==> src/rtl/ddr_sram_fe_pkg.sv <==
package ddr_sram_fe_pkg;
   typedef enum logic [1:0] {
      OP_IDLE  = 2'd0,
      OP_READ  = 2'd1,
      OP_WRITE = 2'd2
   } op_e;
endpackage

==> src/rtl/ddr_sram_fe_decode.sv <==
module ddr_sram_fe_decode
   import ddr_sram_fe_pkg::*;
#(
   parameter int AW = 4
) (
   input  logic          clk2x,
   input  logic          rst_n,
   input  logic          rise,
   input  logic [AW-1:0] addr_i,
   input  logic          adv_n_i,
   input  logic          we_n_i,
   input  logic          en1_n_i,
   input  logic          en2_i,
   input  logic          en3_i,
   input  logic          en2_pol_i,
   input  logic          en3_pol_i,
   output op_e           op_q,
   output logic [AW-1:0] addr_q,
   output logic          echo_q
);
   logic          en2_on;
   logic          en3_on;
   logic          sel;
   op_e           op_d;
   logic [AW-1:0] addr_d;
   logic          echo_d;

   // polarity of the programmable enables is static
   assign en2_on = en2_pol_i ? en2_i : ~en2_i;
   assign en3_on = en3_pol_i ? en3_i : ~en3_i;
   assign sel    = ~en1_n_i & en2_on & en3_on;

   always_comb begin
      op_d   = OP_IDLE;
      addr_d = addr_q;
      echo_d = echo_q;
      if (!adv_n_i) begin
         echo_d = en2_on & en3_on;
         addr_d = addr_i;
         if (sel) begin
            op_d = we_n_i ? OP_READ : OP_WRITE;
         end
      end else if (op_q != OP_IDLE) begin
         // linear burst continuation
         op_d   = op_q;
         addr_d = addr_q + AW'(1);
      end
   end

   always_ff @(posedge clk2x) begin
      if (!rst_n) begin
         op_q   <= OP_IDLE;
         addr_q <= '0;
         echo_q <= 1'b0;
      end else if (rise) begin
         op_q   <= op_d;
         addr_q <= addr_d;
         echo_q <= echo_d;
      end
   end
endmodule

==> src/rtl/ddr_sram_fe_store.sv <==
module ddr_sram_fe_store
   import ddr_sram_fe_pkg::*;
#(
   parameter int AW = 4,
   parameter int DW = 18
) (
   input  logic          clk2x,
   input  logic          rst_n,
   input  logic          rise,
   input  op_e           op_q,
   input  logic [AW-1:0] addr_q,
   input  logic [DW-1:0] din_i,
   output logic [DW-1:0] rd_w0,
   output logic [DW-1:0] rd_w1
);
   localparam int ROWS  = 1 << AW;
   localparam int BEATS = 2;

   logic          cap_v;
   logic [AW-1:0] cap_addr;
   logic [DW-1:0] wd [BEATS];
   logic [DW-1:0] rd_b [BEATS];
   logic          fwd;

   // pending late-write pair: address at rise, even word at rise,
   // odd word at the following fall, committed at the next rise
   always_ff @(posedge clk2x) begin
      if (!rst_n) begin
         cap_v    <= 1'b0;
         cap_addr <= '0;
      end else if (rise) begin
         cap_v    <= (op_q == OP_WRITE);
         cap_addr <= addr_q;
      end
   end

   always_ff @(posedge clk2x) begin
      if (rise && (op_q == OP_WRITE)) begin
         wd[0] <= din_i;
      end
      if (!rise && cap_v) begin
         wd[1] <= din_i;
      end
   end

   assign fwd = cap_v && (cap_addr == addr_q);

   for (genvar b = 0; b < BEATS; b++) begin : g_bank
      logic [DW-1:0] mem [ROWS];
      always_ff @(posedge clk2x) begin
         if (rise && cap_v) begin
            mem[cap_addr] <= wd[b];
         end
      end
      assign rd_b[b] = fwd ? wd[b] : mem[addr_q];
   end

   assign rd_w0 = rd_b[0];
   assign rd_w1 = rd_b[1];
endmodule

==> src/rtl/ddr_sram_fe_rdout.sv <==
module ddr_sram_fe_rdout #(
   parameter int DW = 18
) (
   input  logic          clk2x,
   input  logic          rst_n,
   input  logic          rise,
   input  logic          rd_req,
   input  logic          echo_q,
   input  logic [DW-1:0] rd_w0,
   input  logic [DW-1:0] rd_w1,
   output logic [DW-1:0] dq_o,
   output logic          dq_oe_o,
   output logic          cq_o,
   output logic          cq_n_o
);
   logic [DW-1:0] dq_r;
   logic [DW-1:0] odd_hold;
   logic          oe_r;
   logic          cq_run;

   always_ff @(posedge clk2x) begin
      if (!rst_n) begin
         dq_r     <= '0;
         odd_hold <= '0;
         oe_r     <= 1'b0;
         cq_run   <= 1'b0;
      end else if (rise) begin
         dq_r     <= rd_w0;
         odd_hold <= rd_w1;
         oe_r     <= rd_req;
         cq_run   <= echo_q;
      end else begin
         dq_r     <= odd_hold;
      end
   end

   assign dq_o    = dq_r;
   assign dq_oe_o = oe_r;
   assign cq_o    = cq_run & ~rise;
   assign cq_n_o  = cq_run & rise;
endmodule

==> src/rtl/ddr_sram_fe.sv <==
module ddr_sram_fe
   import ddr_sram_fe_pkg::*;
#(
   parameter int AW = 4,
   parameter int DW = 18
) (
   input  logic          clk2x,
   input  logic          rst_n,
   input  logic [AW-1:0] addr_i,
   input  logic          adv_n_i,
   input  logic          we_n_i,
   input  logic          en1_n_i,
   input  logic          en2_i,
   input  logic          en3_i,
   input  logic          en2_pol_i,
   input  logic          en3_pol_i,
   input  logic [DW-1:0] din_i,
   output logic [DW-1:0] dq_o,
   output logic          dq_oe_o,
   output logic          cq_o,
   output logic          cq_n_o
);
   if (AW < 1 || AW > 12) begin : g_bad_aw
      $error("ddr_sram_fe: AW out of range");
   end
   if (DW < 1) begin : g_bad_dw
      $error("ddr_sram_fe: DW must be positive");
   end

   logic          ph_q;
   logic          rise;
   op_e           op_q;
   logic [AW-1:0] addr_q;
   logic          echo_q;
   logic [DW-1:0] rd_w0;
   logic [DW-1:0] rd_w1;

   always_ff @(posedge clk2x) begin
      if (!rst_n) ph_q <= 1'b0;
      else        ph_q <= ~ph_q;
   end
   assign rise = ~ph_q;

   ddr_sram_fe_decode #(.AW(AW)) i_decode (
      .clk2x     (clk2x),
      .rst_n     (rst_n),
      .rise      (rise),
      .addr_i    (addr_i),
      .adv_n_i   (adv_n_i),
      .we_n_i    (we_n_i),
      .en1_n_i   (en1_n_i),
      .en2_i     (en2_i),
      .en3_i     (en3_i),
      .en2_pol_i (en2_pol_i),
      .en3_pol_i (en3_pol_i),
      .op_q      (op_q),
      .addr_q    (addr_q),
      .echo_q    (echo_q)
   );

   ddr_sram_fe_store #(.AW(AW), .DW(DW)) i_store (
      .clk2x  (clk2x),
      .rst_n  (rst_n),
      .rise   (rise),
      .op_q   (op_q),
      .addr_q (addr_q),
      .din_i  (din_i),
      .rd_w0  (rd_w0),
      .rd_w1  (rd_w1)
   );

   ddr_sram_fe_rdout #(.DW(DW)) i_rdout (
      .clk2x   (clk2x),
      .rst_n   (rst_n),
      .rise    (rise),
      .rd_req  (op_q == OP_READ),
      .echo_q  (echo_q),
      .rd_w0   (rd_w0),
      .rd_w1   (rd_w1),
      .dq_o    (dq_o),
      .dq_oe_o (dq_oe_o),
      .cq_o    (cq_o),
      .cq_n_o  (cq_n_o)
   );
endmodule

==> config.mk <==
export PLATFORM = sky130hd
export DESIGN_NAME = ddr_sram_fe
export DESIGN_NICKNAME = d
export VERILOG_FILES = /design/src/rtl/ddr_sram_fe_pkg.sv /design/src/rtl/ddr_sram_fe_decode.sv /design/src/rtl/ddr_sram_fe_store.sv /design/src/rtl/ddr_sram_fe_rdout.sv /design/src/rtl/ddr_sram_fe.sv
export SDC_FILE = /design/constraint.sdc
export NUM_CORES = 1
export LEC_CHECK = 0
export ABC_AREA = 1
export BUFFER_PORTS_ARGS = -buffer_cell sky130_fd_sc_hd__buf_2
export CORE_MARGIN = 1
export CORE_UTILIZATION = 55
export DETAILED_ROUTE_END_ITERATION = 10
export GPL_TIMING_DRIVEN = 0
export PLACE_DENSITY = 0.71
export SYNTH_ARGS = -nofsm -noshare
export SYNTH_HDL_FRONTEND = slang
export SYNTH_SLANG_ARGS = --single-unit
==> constraint.sdc <==
create_clock -name clk2x -period 3.1 [get_ports clk2x]
set_input_delay 0.62 -clock clk2x [delete_from_list [all_inputs] [get_ports clk2x]]
set_output_delay 0.62 -clock clk2x [all_outputs]
set_load 0.02 [all_outputs]
==> flow_summary.toml, run 1 <==
[logic_synthesis]
yosysTopAreaCellShare_pct = 66.7
avgSynthCellArea_sq_um = 10.5
synth_nets = 2654
synth_commonest_cells = "985 x nand2_1, 612 x edfxtp_1, 405 x nand3_1, 304 x inv_1, 86 x nor2_1"
synth_area_sq_um = 27500
ys_seq_area_share_pct = 70.7
ys_seq_elements = 667
yosysMostFrequentCell = "nand2_1"
synth.area.top_cells = "edfxtp_1 67%, nand2_1 13%, nand3_1 7.4%"
synth_edf_count = 612
ys.warnings.count = 0
synth.distinct_cells = 26
synth.largest_area_cell = "edfxtp_1"
synth_cells = 2622
synth-async-reset-ratio_pct = 0
ys.flop_type = "edfxtp_1"

[worst_setup_path]
critPathRequiredTime_ps = 3390
cp.arrival_ps = 2860
end_kind = "flop"
crit_type = "reg2reg"
cp_max_fo = 19
start_kind = "flop"

[placed_design]
post-dp-hpwl_um = 49500
placed_cells = 3353
post-place-ws_ps = 587
portBuffers = 50
placed_area_sq_um = 29100
routabilityCongestion = 0.924

[routing]
vias = 19000
drt_wl_total_um = 73000
via_per_inst = 5.47
drc = 0
ant_nets = 0
dr.pass1.iters = 6
drt-initial-drc-count = 2253
wl_per_cell_um = 21.0

[power]
seqPwrFrac_pct = 50.7
p_int_mw = 14.8
p_comb_share_pct = 7.7
leakage_nw = 12.9
p_sw_mw = 4.53
swShare_pct = 23.5
clkPwrFrac_pct = 41.6
ir_drop_uv = 527
p_total_mw = 19.3
p_per_area_nw_per_um2 = 617

[finish]
final_util_pct = 63.6
nets = 2791
design_area_sq_um = 31300
finalNonFillerCells = 3478
drive_gt1_share_pct = 9.70
syn_to_final_growth_pct = 13.6
antenna-diode-count = 0

[global_route]
antenna_found_initial = 1
grt.overflow.total = 0
grt_max_degree = 26
grt_pass1_vias = 18600
grt_pass1_wl_um = 109000
track_usage_pct = 29.6

[run_status]
status = "completed"

[timing]
finalSetupViolCount = 0
skew_ps = 18.5
worst_pin_slew_ps = 897
maxSlewViolCount = 0
period_needed_ps = 2570
fin_crit_sh_pct = 82.8
finalHoldViolCount = 0
rsz0062_at_grt = "no"
fmax_ghz = 0.390
hold_slack_ps = 208
slew_headroom_pct = 39.8
fin_tns_setup_ps = 0
layout_setup_ws_ps = 535

[cts]
root_buffer = "clkbuf_16"
cts_tree = "done"
hold_buffers = 0
clk_latency_ps = 610
path_clk_slew_ps = 60
cts_sinks = 667
cts_buffers = 68
cts_buffer_depth = 3
h-tree-depth = 3
postCtsResizedCells = 0
post_cts_buffers = 0

[floorplanning]
die-area_sq_um = 51000
coreArea_sq_um = 49200
ios = 52
start_util_pct = 56.0
core.rowCount = 81
die_x_um = 226
die_h_um = 226

[run]
drv_cap = 0

[worst_hold_path]
hp-class = "in2reg"
## cell families (layout without fill, tap and decap cells)
group | after synthesis | in the layout | share of synthesized area, %
AOI/OAI and AO/OA | 21 | 21 | 0.450
xor gates and xnor gates | 3 | 3 | 0.0954
adders and majority gates | 1 | 1 | 0.0454
buffers and inverters | 443 | 635 | 6.47
DFF | 667 | 667 | 70.7
and+or+nand+nor | 1487 | 1487 | 22.2
## critical path: stages (launching register included)
cell and delay [ps]:
dfxtp_1 290, buf_2 200, nor2_1 320, nand3_1 410, nor2_4 720, buf_12 280
## cells in the final DEF, fill, tap and decap left out, types with 2 or more instances in the layout
master and count:
nand2_1 985, edfxtp_1 612, nand3_1 405, inv_1 304, buf_2 116, clkbuf_16 76, nor2_1 70, dfxtp_1 55
clkbuf_1 48, buf_1 22, nor2_4 16, clkinv_1 16, buf_12 16, nor2_2 10, clkinv_2 10, a21oi_1 6
o21ai_0 6, inv_2 5, buf_4 5, o22ai_1 4, inv_6 4, inv_4 3, clkinvlp_4 3, buf_6 2
a31oi_1 2, xnor2_1 2, clkbuf_8 2
## cell type report
class,count,area [sq um]
flip-flops and latches,667,19500
fillers,3819,17900
multi-input cells,1512,6400
clock buffers,91,1980
inverters,313,1180
well taps,664,831
plain buffers,130,604
repair buffers,67,586
clock inverters,34,215
## state kept, by name (all words and copies together), names as in the netlist, named ones only
| name | count |
|---|---|
| i_decode.op_q | 2 |
| i_store.cap_v | 1 |
| i_store.g_bank.mem | 576 |
| i_store.wd | 36 |
| i_decode.addr_q | 4 |
| i_rdout.odd_hold | 18 |
| i_rdout.dq_oe_o | 1 |
| i_store.cap_addr | 4 |
| i_rdout.cq_run | 1 |
| ph_q | 1 |
| i_rdout.dq_o | 18 |
| i_decode.echo_q | 1 |
## power by group through the flow
stage	Clock, mW	Sequential, mW	Combinational [mW]
final	8.03	9.80	1.48
after global routing	8.40	9.80	1.62
after CTS	8.07	9.80	1.46
after detailed placement	0	9.99	1.45
after global placement	0	9.98	1.42
after floorplan	0	10.0	0.887
## layer usage
| layer | up-vias | wire length [um] | GRT usage [%] |
|---|---|---|---|
| li1 | 8866 | - | - |
| met1 | 8998 | 27300 | 36.3 |
| met2 | 946 | 36200 | 50.6 |
| met3 | 216 | 6380 | 5.70 |
| met4 | 0 | 3100 | 13.5 |
| met5 | - | 0 | 0 |
## path summary, 6_finish.rpt
path | from | to | slack, ps | cells after the start
worst max-delay path | ph_q | i_store.g_bank[0].mem[12][13] | 530 | 5
worst min register to register | i_rdout.odd_hold[11] | i_rdout.odd_hold[11] | 450 | 2
worst max register to register | ph_q | i_store.g_bank[0].mem[12][13] | 530 | 5
worst min-delay path | din_i[15] | i_store.wd[0][15] | 210 | 1
Power figures use the tool's default switching activity.
==> run 2: changes to the inputs <==
--- a/config.mk
+++ b/config.mk
@@ -5,7 +5,7 @@
 export SDC_FILE = /design/constraint.sdc
 export NUM_CORES = 1
 export LEC_CHECK = 0
-export ABC_AREA = 1
+export ABC_AREA = 0
 export BUFFER_PORTS_ARGS = -buffer_cell sky130_fd_sc_hd__buf_2
 export CORE_MARGIN = 1
 export CORE_UTILIZATION = 55
==> constraint.sdc (replaced) <==
create_clock -name clk2x -period 2.5 [get_ports clk2x]
set_input_delay 0.5 -clock clk2x [delete_from_list [all_inputs] [get_ports clk2x]]
set_output_delay 0.5 -clock clk2x [all_outputs]
set_load 0.02 [all_outputs]
==> run 2 against run 1 <==
  * Maximum frequency grew 4.8%
  * Count of clock-buffer cells in the layout grew 1
  * Global-route usage shrank 3.3 points
  * Die area shrank 7.7%
  * Sequential power grew 23%
  * Critical path depth grew 2
  * Worst hold slack lost 120 ps
  * Synthesized cell count shrank 54%
  * Setup slack lost 480 ps
  * Via count shrank 31%
  * Non-clock buffer count shrank 26
==> flow_summary.toml, run 2 <==
[logic_synthesis]
synth_area_sq_um = 25400
avgSynthCellArea_sq_um = 21.2
ys_seq_area_share_pct = 76.7
synth_edf_count = 612
synth_cells = 1197
ys.warnings.count = 0
yosysMostFrequentCell = "edfxtp_1"
synth.distinct_cells = 48
synth_nets = 1229
synth-async-reset-ratio_pct = 0
synth.largest_area_cell = "edfxtp_1"
ys.flop_type = "edfxtp_1"
yosysTopAreaCellShare_pct = 72.4
synth_commonest_cells = "612 x edfxtp_1, 120 x mux4_2, 55 x dfxtp_1, 42 x nand2_1, 38 x a22oi_1"
synth.area.top_cells = "edfxtp_1 72%, mux4_2 11%, dfxtp_1 4.3%"
ys_seq_elements = 667

[worst_setup_path]
critPathRequiredTime_ps = 2780
start_kind = "flop"
crit_type = "reg2reg"
cp_max_fo = 13
reg2reg_depth = 7
end_kind = "flop"
cp.arrival_ps = 2720

[run_status]
status = "completed"

[timing]
worst_pin_slew_ps = 1150
hold_slack_ps = 91.9
fmax_ghz = 0.409
skew_ps = 23.2
period_needed_ps = 2450
layout_setup_ws_ps = 52.4
maxSlewViolCount = 0
finalSetupViolCount = 0
slew_headroom_pct = 23.2
finalHoldViolCount = 0
fin_crit_sh_pct = 97.9

[power]
leakage_nw = 9.52
p_per_area_nw_per_um2 = 790
ir_drop_uv = 514

[finish]
most-common-layout-cells = "612 x edfxtp_1, 120 x mux4_2, 71 x clkbuf_16"
top_regs = "i_store.g_bank.mem x576, i_store.wd x36"
regMostFlops = "i_store.g_bank.mem"
antenna-diode-count = 0
syn_to_final_growth_pct = 16.3
nets = 1397
drive_gt1_share_pct = 26.5
final_common_cell = "edfxtp_1"
largest_reg_flops = 576

[routing]
via_per_inst = 6.51
ant_nets = 0
dr.pass1.iters = 5
drt_wl_total_um = 59300
drc = 0
drt-initial-drc-count = 1614
vias = 13100
wl_per_cell_um = 29.4

[global_route]
grt_max_degree = 26
grt.overflow.total = 0
grt_pass1_vias = 13400
antenna_found_initial = 0
grt_pass1_wl_um = 88000
track_usage_pct = 26.3

[placed_design]
portBuffers = 51
routabilityCongestion = 0.856
post-place-ws_ps = -403
post-dp-hpwl_um = 37600

[cts]
h-tree-depth = 3
cts_tree = "done"
clk_latency_ps = 600
cts_buffer_depth = 3
root_buffer = "clkbuf_16"
cts_buffers = 67
path_clk_slew_ps = 70
cts_sinks = 667
hold_buffers = 0

[run]
drv_cap = 0

[worst_hold_path]
hold_depth = 1
hp-class = "in2reg"

[floorplanning]
ios = 52
start_util_pct = 55.8
die_h_um = 217
coreArea_sq_um = 45500
die_x_um = 217
die-area_sq_um = 47000
core.rowCount = 78
-- run 2: timing repair --
item,4_1_cts,5_1_grt
setup endpoints to repair,439,127
setup buffers,20,2
pin swaps,15,1
gates resized for setup,3,8
-- run 2: kinds of logic (layout without fill, tap and decap cells) --
group | after synthesis | count (layout) | share of synthesized area (%)
simple gates | 141 | 141 | 2.90
mux | 165 | 165 | 14.0
fa+ha+maj | 1 | 1 | 0.0493
flops | 667 | 667 | 76.7
xor+xnor | 6 | 6 | 0.207
buf+inv | 75 | 296 | 1.95
compound gates | 142 | 142 | 4.22
-- run 2: worst paths after layout --
path | startpoint | to | slack [ps]
setup / recovery | ph_q | i_store.g_bank[1].mem[0][5] | 50
hold / removal | din_i[0] | i_store.wd[0][0] | 90
setup reg to reg | ph_q | i_store.g_bank[1].mem[0][5] | 50
hold reg to reg | i_decode.echo_q | i_decode.echo_q | 490
-- run 2: layer usage --
metal,global-route usage (%),routed length [um],vias to the layer above
li1,-,-,5372
met1,38.6,24200,6849
met2,40.3,27500,789
met3,4.14,5660,136
met4,9.86,1910,0
met5,0,0,-
-- run 2: where the power goes --
| group | leakage, nW | total (mW) | switching (mW) | internal (mW) |
|---|---|---|---|---|
| clock network | 1.07 | 9.95 | 4.07 | 5.88 |
| logic | 2.50 | 1.24 | 0.674 | 0.562 |
| registers | 5.95 | 12.1 | 0.0444 | 12.1 |
| total | 9.52 | 23.3 | 4.79 | 18.5 |
-- run 2: layout make-up --
cell class	instances	area [sq um]
inverters	3	11.3
fillers	2934	15900
clock inverters	30	267
multi-input cells	455	5560
plain buffers	72	489
clock buffers	92	1920
repair buffers	99	1060
well taps	600	751
flip-flops and latches	667	19500
-- run 2: through the flow --
step,TNS (ps),cells,power [mW],util [%],area [sq um]
2_1_floorplan,-265720,1197,13.2,-,25400
3_3_place_gp,-1378780,1848,13.6,58.1,26400
3_5_place_dp,-68560,1874,13.6,59.5,27100
4_1_cts,0,2016,23.4,64.9,29500
5_1_grt,-12.8,2018,23.9,65.0,29500
6_report,0,2018,23.3,65.0,29500
-- run 2: worst max-delay path: stages, from the launching register on --
cell	delay, ps
dfxtp_1	310
buf_6	140
nand2b_1	170
clkbuf_2	220
or3_1	550
nor3_4	340
buf_4	190
buf_8	180
